**config.mk**
```make
export PLATFORM = sky130hd
export DESIGN_NAME = llsc_monitor
export DESIGN_NICKNAME = d
export VERILOG_FILES = /design/src/rtl/llsc_pkg.sv /design/src/rtl/llsc_slot.sv /design/src/rtl/llsc_resolve.sv /design/src/rtl/llsc_monitor.sv
export SDC_FILE = /design/constraint.sdc
export NUM_CORES = 1
export LEC_CHECK = 0
export BUFFER_PORTS_ARGS = -buffer_cell sky130_fd_sc_hd__buf_2
export CAP_MARGIN = 15
export CELL_PAD_IN_SITES_DETAIL_PLACEMENT = 0
export CELL_PAD_IN_SITES_GLOBAL_PLACEMENT = 1
export CORE_MARGIN = 4
export CORE_UTILIZATION = 47
export CTS_CLUSTER_SIZE = 24
export DETAILED_ROUTE_END_ITERATION = 8
export GPL_TIMING_DRIVEN = 0
export PLACE_DENSITY_LB_ADDON = 0.05
export SYNTH_ARGS = -nofsm -noshare
export SYNTH_HDL_FRONTEND = slang
export SYNTH_SLANG_ARGS = --single-unit
```
**constraint.sdc**
```tcl
create_clock -name clk -period 2.25 [get_ports clk]
set_input_delay 0.1125 -clock clk [delete_from_list [all_inputs] [get_ports clk]]
set_output_delay 0.1125 -clock clk [all_outputs]
set_load 0.1 [all_outputs]
```
**src/rtl/llsc_pkg.sv**
```systemverilog
package llsc_pkg;

    // Per-context reservation slot state.
    typedef enum logic {
        RES_EMPTY = 1'b0,
        RES_HELD  = 1'b1
    } res_state_e;

endpackage

```
**src/rtl/llsc_slot.sv**
```systemverilog
module llsc_slot
    import llsc_pkg::*;
#(
    parameter int TAG_W   = 28,
    parameter int CTX_W   = 3,
    parameter int SLOT_ID = 0
) (
    input  logic             clk,
    input  logic             rst_n,
    input  logic             req_valid,
    input  logic             req_write,
    input  logic             req_locked,
    input  logic [TAG_W-1:0] req_tag,
    input  logic [CTX_W-1:0] req_ctx,
    output logic             held,
    output logic             hit
);

    res_state_e       state_q, state_d;
    logic [TAG_W-1:0] tag_q, tag_d;
    logic             own_ctx;
    logic             reserve_req;
    logic             write_req;

    always_comb begin
        own_ctx     = (req_ctx == CTX_W'(SLOT_ID));
        reserve_req = req_valid && !req_write && req_locked && own_ctx;
        write_req   = req_valid && req_write;
        held        = (state_q == RES_HELD);
        hit         = held && (tag_q == req_tag);
    end

    // Next-state: RESERVE, RELOAD, KILL, IDLE
    always_comb begin
        state_d = state_q;
        tag_d   = tag_q;
        unique case (state_q)
            RES_EMPTY: begin
                if (reserve_req) begin
                    state_d = RES_HELD;
                    tag_d   = req_tag;
                end
            end
            RES_HELD: begin
                if (reserve_req) begin
                    tag_d = req_tag;
                end else if (write_req && hit) begin
                    state_d = RES_EMPTY;
                end
            end
            default: state_d = RES_EMPTY;
        endcase
    end

    always_ff @(posedge clk) begin
        if (!rst_n) begin
            state_q <= RES_EMPTY;
            tag_q   <= '0;
        end else begin
            state_q <= state_d;
            tag_q   <= tag_d;
        end
    end

    // a slot only becomes held after a locked read from its own context
    p_hold_from_lr_r2: assert property (@(posedge clk) disable iff (!rst_n)
        $rose(held) |-> $past(req_valid && !req_write && req_locked && own_ctx));

    // a write to the held granule empties the slot
    p_kill_on_write_r9: assert property (@(posedge clk) disable iff (!rst_n)
        (req_valid && req_write && hit && !$isunknown(req_tag)) |=> !held);

endmodule

```
**src/rtl/llsc_resolve.sv**
```systemverilog
module llsc_resolve #(
    parameter int CTX_W = 3,
    localparam int N_CTX = 1 << CTX_W
) (
    input  logic [N_CTX-1:0] hit_vec,
    input  logic             req_valid,
    input  logic             req_write,
    input  logic             req_locked,
    input  logic [CTX_W-1:0] req_ctx,
    output logic             mem_we,
    output logic             sc_done,
    output logic             sc_result,
    output logic             store_conflict
);

    logic cond_store;
    logic plain_store;
    logic grant;

    always_comb begin
        cond_store     = req_valid && req_write && req_locked;
        plain_store    = req_valid && req_write && !req_locked;
        grant          = cond_store && hit_vec[req_ctx];
        sc_done        = cond_store;
        sc_result      = grant;
        mem_we         = plain_store || grant;
        store_conflict = plain_store && (|hit_vec);
    end

endmodule

```
**src/rtl/llsc_monitor.sv**
```systemverilog
module llsc_monitor #(
    parameter int ADDR_W     = 32,
    parameter int CPU_W      = 2,
    parameter int THR_W      = 1,
    parameter int GRAN_BYTES = 16
) (
    input  logic              clk,
    input  logic              rst_n,
    input  logic              req_valid,
    input  logic              req_write,
    input  logic              req_locked,
    input  logic [ADDR_W-1:0] req_addr,
    input  logic [CPU_W-1:0]  req_cpu,
    input  logic [THR_W-1:0]  req_thread,
    output logic              mem_we,
    output logic              sc_done,
    output logic              sc_result,
    output logic              store_conflict
);

    localparam int GRAN_LSB = $clog2(GRAN_BYTES);
    localparam int TAG_W    = ADDR_W - GRAN_LSB;
    localparam int CTX_W    = CPU_W + THR_W;
    localparam int N_CTX    = 1 << CTX_W;

    logic [TAG_W-1:0] req_tag;
    logic [CTX_W-1:0] req_ctx;
    logic [N_CTX-1:0] held_vec;
    logic [N_CTX-1:0] hit_vec;

    assign req_tag = req_addr[ADDR_W-1:GRAN_LSB];
    assign req_ctx = {req_cpu, req_thread};

    for (genvar g = 0; g < N_CTX; g++) begin : g_slot
        llsc_slot #(
            .TAG_W  (TAG_W),
            .CTX_W  (CTX_W),
            .SLOT_ID(g)
        ) u_slot (
            .clk       (clk),
            .rst_n     (rst_n),
            .req_valid (req_valid),
            .req_write (req_write),
            .req_locked(req_locked),
            .req_tag   (req_tag),
            .req_ctx   (req_ctx),
            .held      (held_vec[g]),
            .hit       (hit_vec[g])
        );
    end

    llsc_resolve #(
        .CTX_W(CTX_W)
    ) u_resolve (
        .hit_vec       (hit_vec),
        .req_valid     (req_valid),
        .req_write     (req_write),
        .req_locked    (req_locked),
        .req_ctx       (req_ctx),
        .mem_we        (mem_we),
        .sc_done       (sc_done),
        .sc_result     (sc_result),
        .store_conflict(store_conflict)
    );

    // plain stores always reach memory
    p_plain_store_writes_r7: assert property (@(posedge clk) disable iff (!rst_n)
        (req_valid && req_write && !req_locked) |-> (mem_we && !sc_done));

    // no own reservation means a refused conditional store
    p_sc_needs_own_hold_r8: assert property (@(posedge clk) disable iff (!rst_n)
        (sc_done && !held_vec[req_ctx]) |-> (!sc_result && !mem_we));

    // ordinary reads leave the table untouched
    p_read_keeps_table_r3: assert property (@(posedge clk) disable iff (!rst_n)
        (req_valid && !req_write && !req_locked) |=> (held_vec == $past(held_vec)));

    // conflict flag only on plain stores
    p_conflict_plain_only_r10: assert property (@(posedge clk) disable iff (!rst_n)
        store_conflict |-> (req_valid && req_write && !req_locked));

    // nothing held right after reset
    p_reset_empty_r1: assert property (@(posedge clk)
        $rose(rst_n) |-> (held_vec == '0));

endmodule

```
==> flow_summary.json <==
{
  "outcome": "complete, but fails checks",
  "violations": "negative setup slack",
  "grt_max_degree": 13,
  "ios": 44,
  "combinationalPowerShare_pct": 9.5,
  "fillers": 2339,
  "finalClockSkew_ps": 11.4,
  "num_vias": 9399,
  "setup_viol": 3,
  "syn_nets": 1447,
  "grt_pass1_vias": 8966,
  "setup_ws_ps": -627,
  "synthToLayoutAreaGrowth_pct": 16.7,
  "syn_inst": 1407,
  "track_usage_pct": 27.1,
  "dr.pass1.iters": 5,
  "numPlacedInstances": 1739,
  "period_needed_ps": 2880,
  "start_util_pct": 47.9,
  "yosysWarnings": 0,
  "finalMaxSlewViolations": 0,
  "grt_overflow": 0,
  "p_int_mw": 7.23,
  "fp.dieH_um": 166,
  "drv_cap": 0,
  "crit_fanout": 2,
  "p_leak_nw": 4.91,
  "required_ps": 2140,
  "cts_tree": "built",
  "ctsHtreeMaxLevel": 1,
  "drt_iter0_markers": 722,
  "layout.cells.non_filler": 1791,
  "wirelength_um": 38400,
  "rr_worst_depth": 7,
  "fin_hold_ws_ps": 31.0,
  "cts_sinks": 232,
  "critPathArrivalTime_ps": 2760,
  "io_buffers": 8,
  "ys_seq_area_share_pct": 39.8,
  "r2r-end": "g_slot[7].u_slot.held",
  "hold_viol": 0,
  "die_w_um": 166,
  "cp-end-kind": "output port",
  "synthArstFlopShare_pct": 0,
  "synth_top_area_share_pct": 39.8,
  "tns_ps": -1650,
  "syn_area_mm2": 0.0117,
  "ys_top_cells_by_area": "dfxtp_1 40%, xor2_1 16%, nand2_1 15%, a21boi_0 14%, buf_6 3.4%",
  "switching_share_pct": 24.8,
  "rows": 57,
  "max_freq_mhz": 348,
  "antenna_found_initial": 0,
  "synth-seq-cells": 232,
  "seqPwrFrac_pct": 43.3,
  "rsz0062_at_grt": "true",
  "irDropWorstVdd_mv": 0.471,
  "crit_start": "g_slot[7].u_slot.tag_q[1]",
  "cts_buffers": 27,
  "synth_top_area_cell": "dfxtp_1",
  "hold-path-cell-count": 4,
  "synth_edf_count": 0,
  "start_kind": "flop",
  "wl_per_cell_um": 21.5,
  "clkLatencyLatePin_ps": 540,
  "hold_path_class": "input port to flop",
  "setup.worst_path.class": "flop to output port",
  "diodes": 0,
  "coreArea_mm2": 0.0244,
  "r2r_start": "g_slot[7].u_slot.tag_q[1]",
  "final_cell_area_mm2": 0.0136,
  "grt_pass1_wl_um": 57200,
  "ant_nets": 0,
  "remaining_drc_errors": 0,
  "dp_hpwl_um": 28400,
  "cts_root_buf": "clkbuf_16",
  "crit_chain": "xor2_1 > nor4_2 > nand4_1 > nor3_4 > o22ai_2 > o41ai_2 > and2_4 > buf_12",
  "die_area_mm2": 0.0274,
  "switching_power_mw": 2.38,
  "final_cell_mix": "465 x nand2_1, 223 x dfxtp_1, 211 x a21boi_0",
  "drive_gt1_share_pct": 13.5,
  "layout.cells.most_common": "nand2_1",
  "avgSynthCellArea_um2": 8.30,
  "clk_path_buf_depth": 3,
  "layout.nets": 1490,
  "max_slew_margin_pct": 51.0,
  "cp_slowest_stage_delay_ps": 370,
  "worst_setup_hold_path_clk_slew_ps": 60,
  "worst-r2r-setup-slack_ps": 390,
  "place_area_mm2": 0.0121,
  "pwr-share-clk_pct": 47.2,
  "final_util_pct": 55.9,
  "finalWeightedCongestion": 0.900,
  "ys.flop_type": "dfxtp_1",
  "yosys.cell_types.count": 32,
  "worstMarginPinSlew_ps": 735,
  "p_per_area_mw_per_mm2": 705,
  "crit_slowest_cell": "nor4_2",
  "viasPerCell": 5.25,
  "worstSetupEndpoint": "sc_result",
  "period_share_pct": 128
}
## layout make-up
class	count	area, um^2	share of cell area [%]
Tap cell	324	405	2.97
Timing Repair Buffer	14	139	1.02
Buffer	126	788	5.78
Clock inverter	7	110	0.808
Sequential cell	232	4660	34.2
Multi-Input combinational cell	1047	6720	49.3
Clock buffer	39	801	5.88
Inverter	2	7.51	0.0551
## worst max-delay path: cells and delay by family (launching register included)
family                 cells  cell delay, ps
AND/OR/NAND/NOR            4            1180
AO/OA/AOI/OAI              2             390
flip-flops                 1             320
buffers and inverters      1             170
XOR/XNOR                   1             140
## cells by family (layout without fill, tap and decap cells)
| logic type | count (synthesis) | in the layout | synth area share, % |
|---|---|---|---|
| simple gates | 577 | 577 | 20.9 |
| compound gates | 246 | 246 | 15.8 |
| flops | 232 | 232 | 39.8 |
| xor+xnor | 224 | 224 | 16.8 |
| buf+inv | 128 | 188 | 6.74 |
## per-layer routing
layer / share of wire (%) / vias up / global-route usage, %
li1: - / 4639 / -
met1: 44 / 4490 / 35.5
met2: 49 / 208 / 47.4
met3: 4.0 / 62 / 2.69
met4: 3.2 / 0 / 8.07
met5: 0 / - / 0
## how the worst min path moves through the flow
stage                                          from                         end  slack (ps)
after floorplan                           req_write       g_slot[4].u_slot.held         340
after global placement    g_slot[0].u_slot.tag_q[7]   g_slot[0].u_slot.tag_q[7]         450
after detailed placement  g_slot[3].u_slot.tag_q[9]   g_slot[3].u_slot.tag_q[9]         460
after CTS                              req_addr[22]  g_slot[1].u_slot.tag_q[18]          10
after global routing                    req_addr[9]   g_slot[2].u_slot.tag_q[5]          30
final                                  req_addr[22]  g_slot[1].u_slot.tag_q[18]          30
## Yosys cell counts, drive strengths merged, types with 2 or more instances
cell	count
or3	2
nor2b	3
xor2	212
dfxtp	232
nand4	13
nand2b	2
a21oi	2
nand3	10
buf	58
nand2	465
nor2	13
nor4	58
xnor2	12
o41ai	2
o31ai	7
nor3	7
a21boi	231
inv	2
clkbuf	68
## metrics by stage
step | worst slack (ps) | power (mW)
after floorplan | 115 | 4.78
after global placement | -725 | 5.09
after detailed placement | -713 | 5.09
after CTS | -582 | 9.65
after global routing | -686 | 9.89
final | -627 | 9.61
## power by group through the flow
stage / Sequential [mW] / Combinational, mW / Clock (mW)
2_1_floorplan: 4.25 / 0.539 / 0
3_3_place_gp: 4.25 / 0.847 / 0
3_5_place_dp: 4.25 / 0.844 / 0
4_1_cts: 4.16 / 0.898 / 4.59
5_1_grt: 4.16 / 0.956 / 4.77
6_report: 4.16 / 0.912 / 4.54
## repair_timing
action,CTS,global route
setup buffers,2,2
endpoints found under the hold margin,1,0
endpoints found under the setup margin,3,67
pin swaps,17,8
hold buffers,2,0
gates resized for setup,69,38
## registers in the layout, summed over array words and instances, names as in the netlist
register             flops
g_slot.u_slot.tag_q    224
g_slot.u_slot.held       8
(Power assumes the default switching activity.)
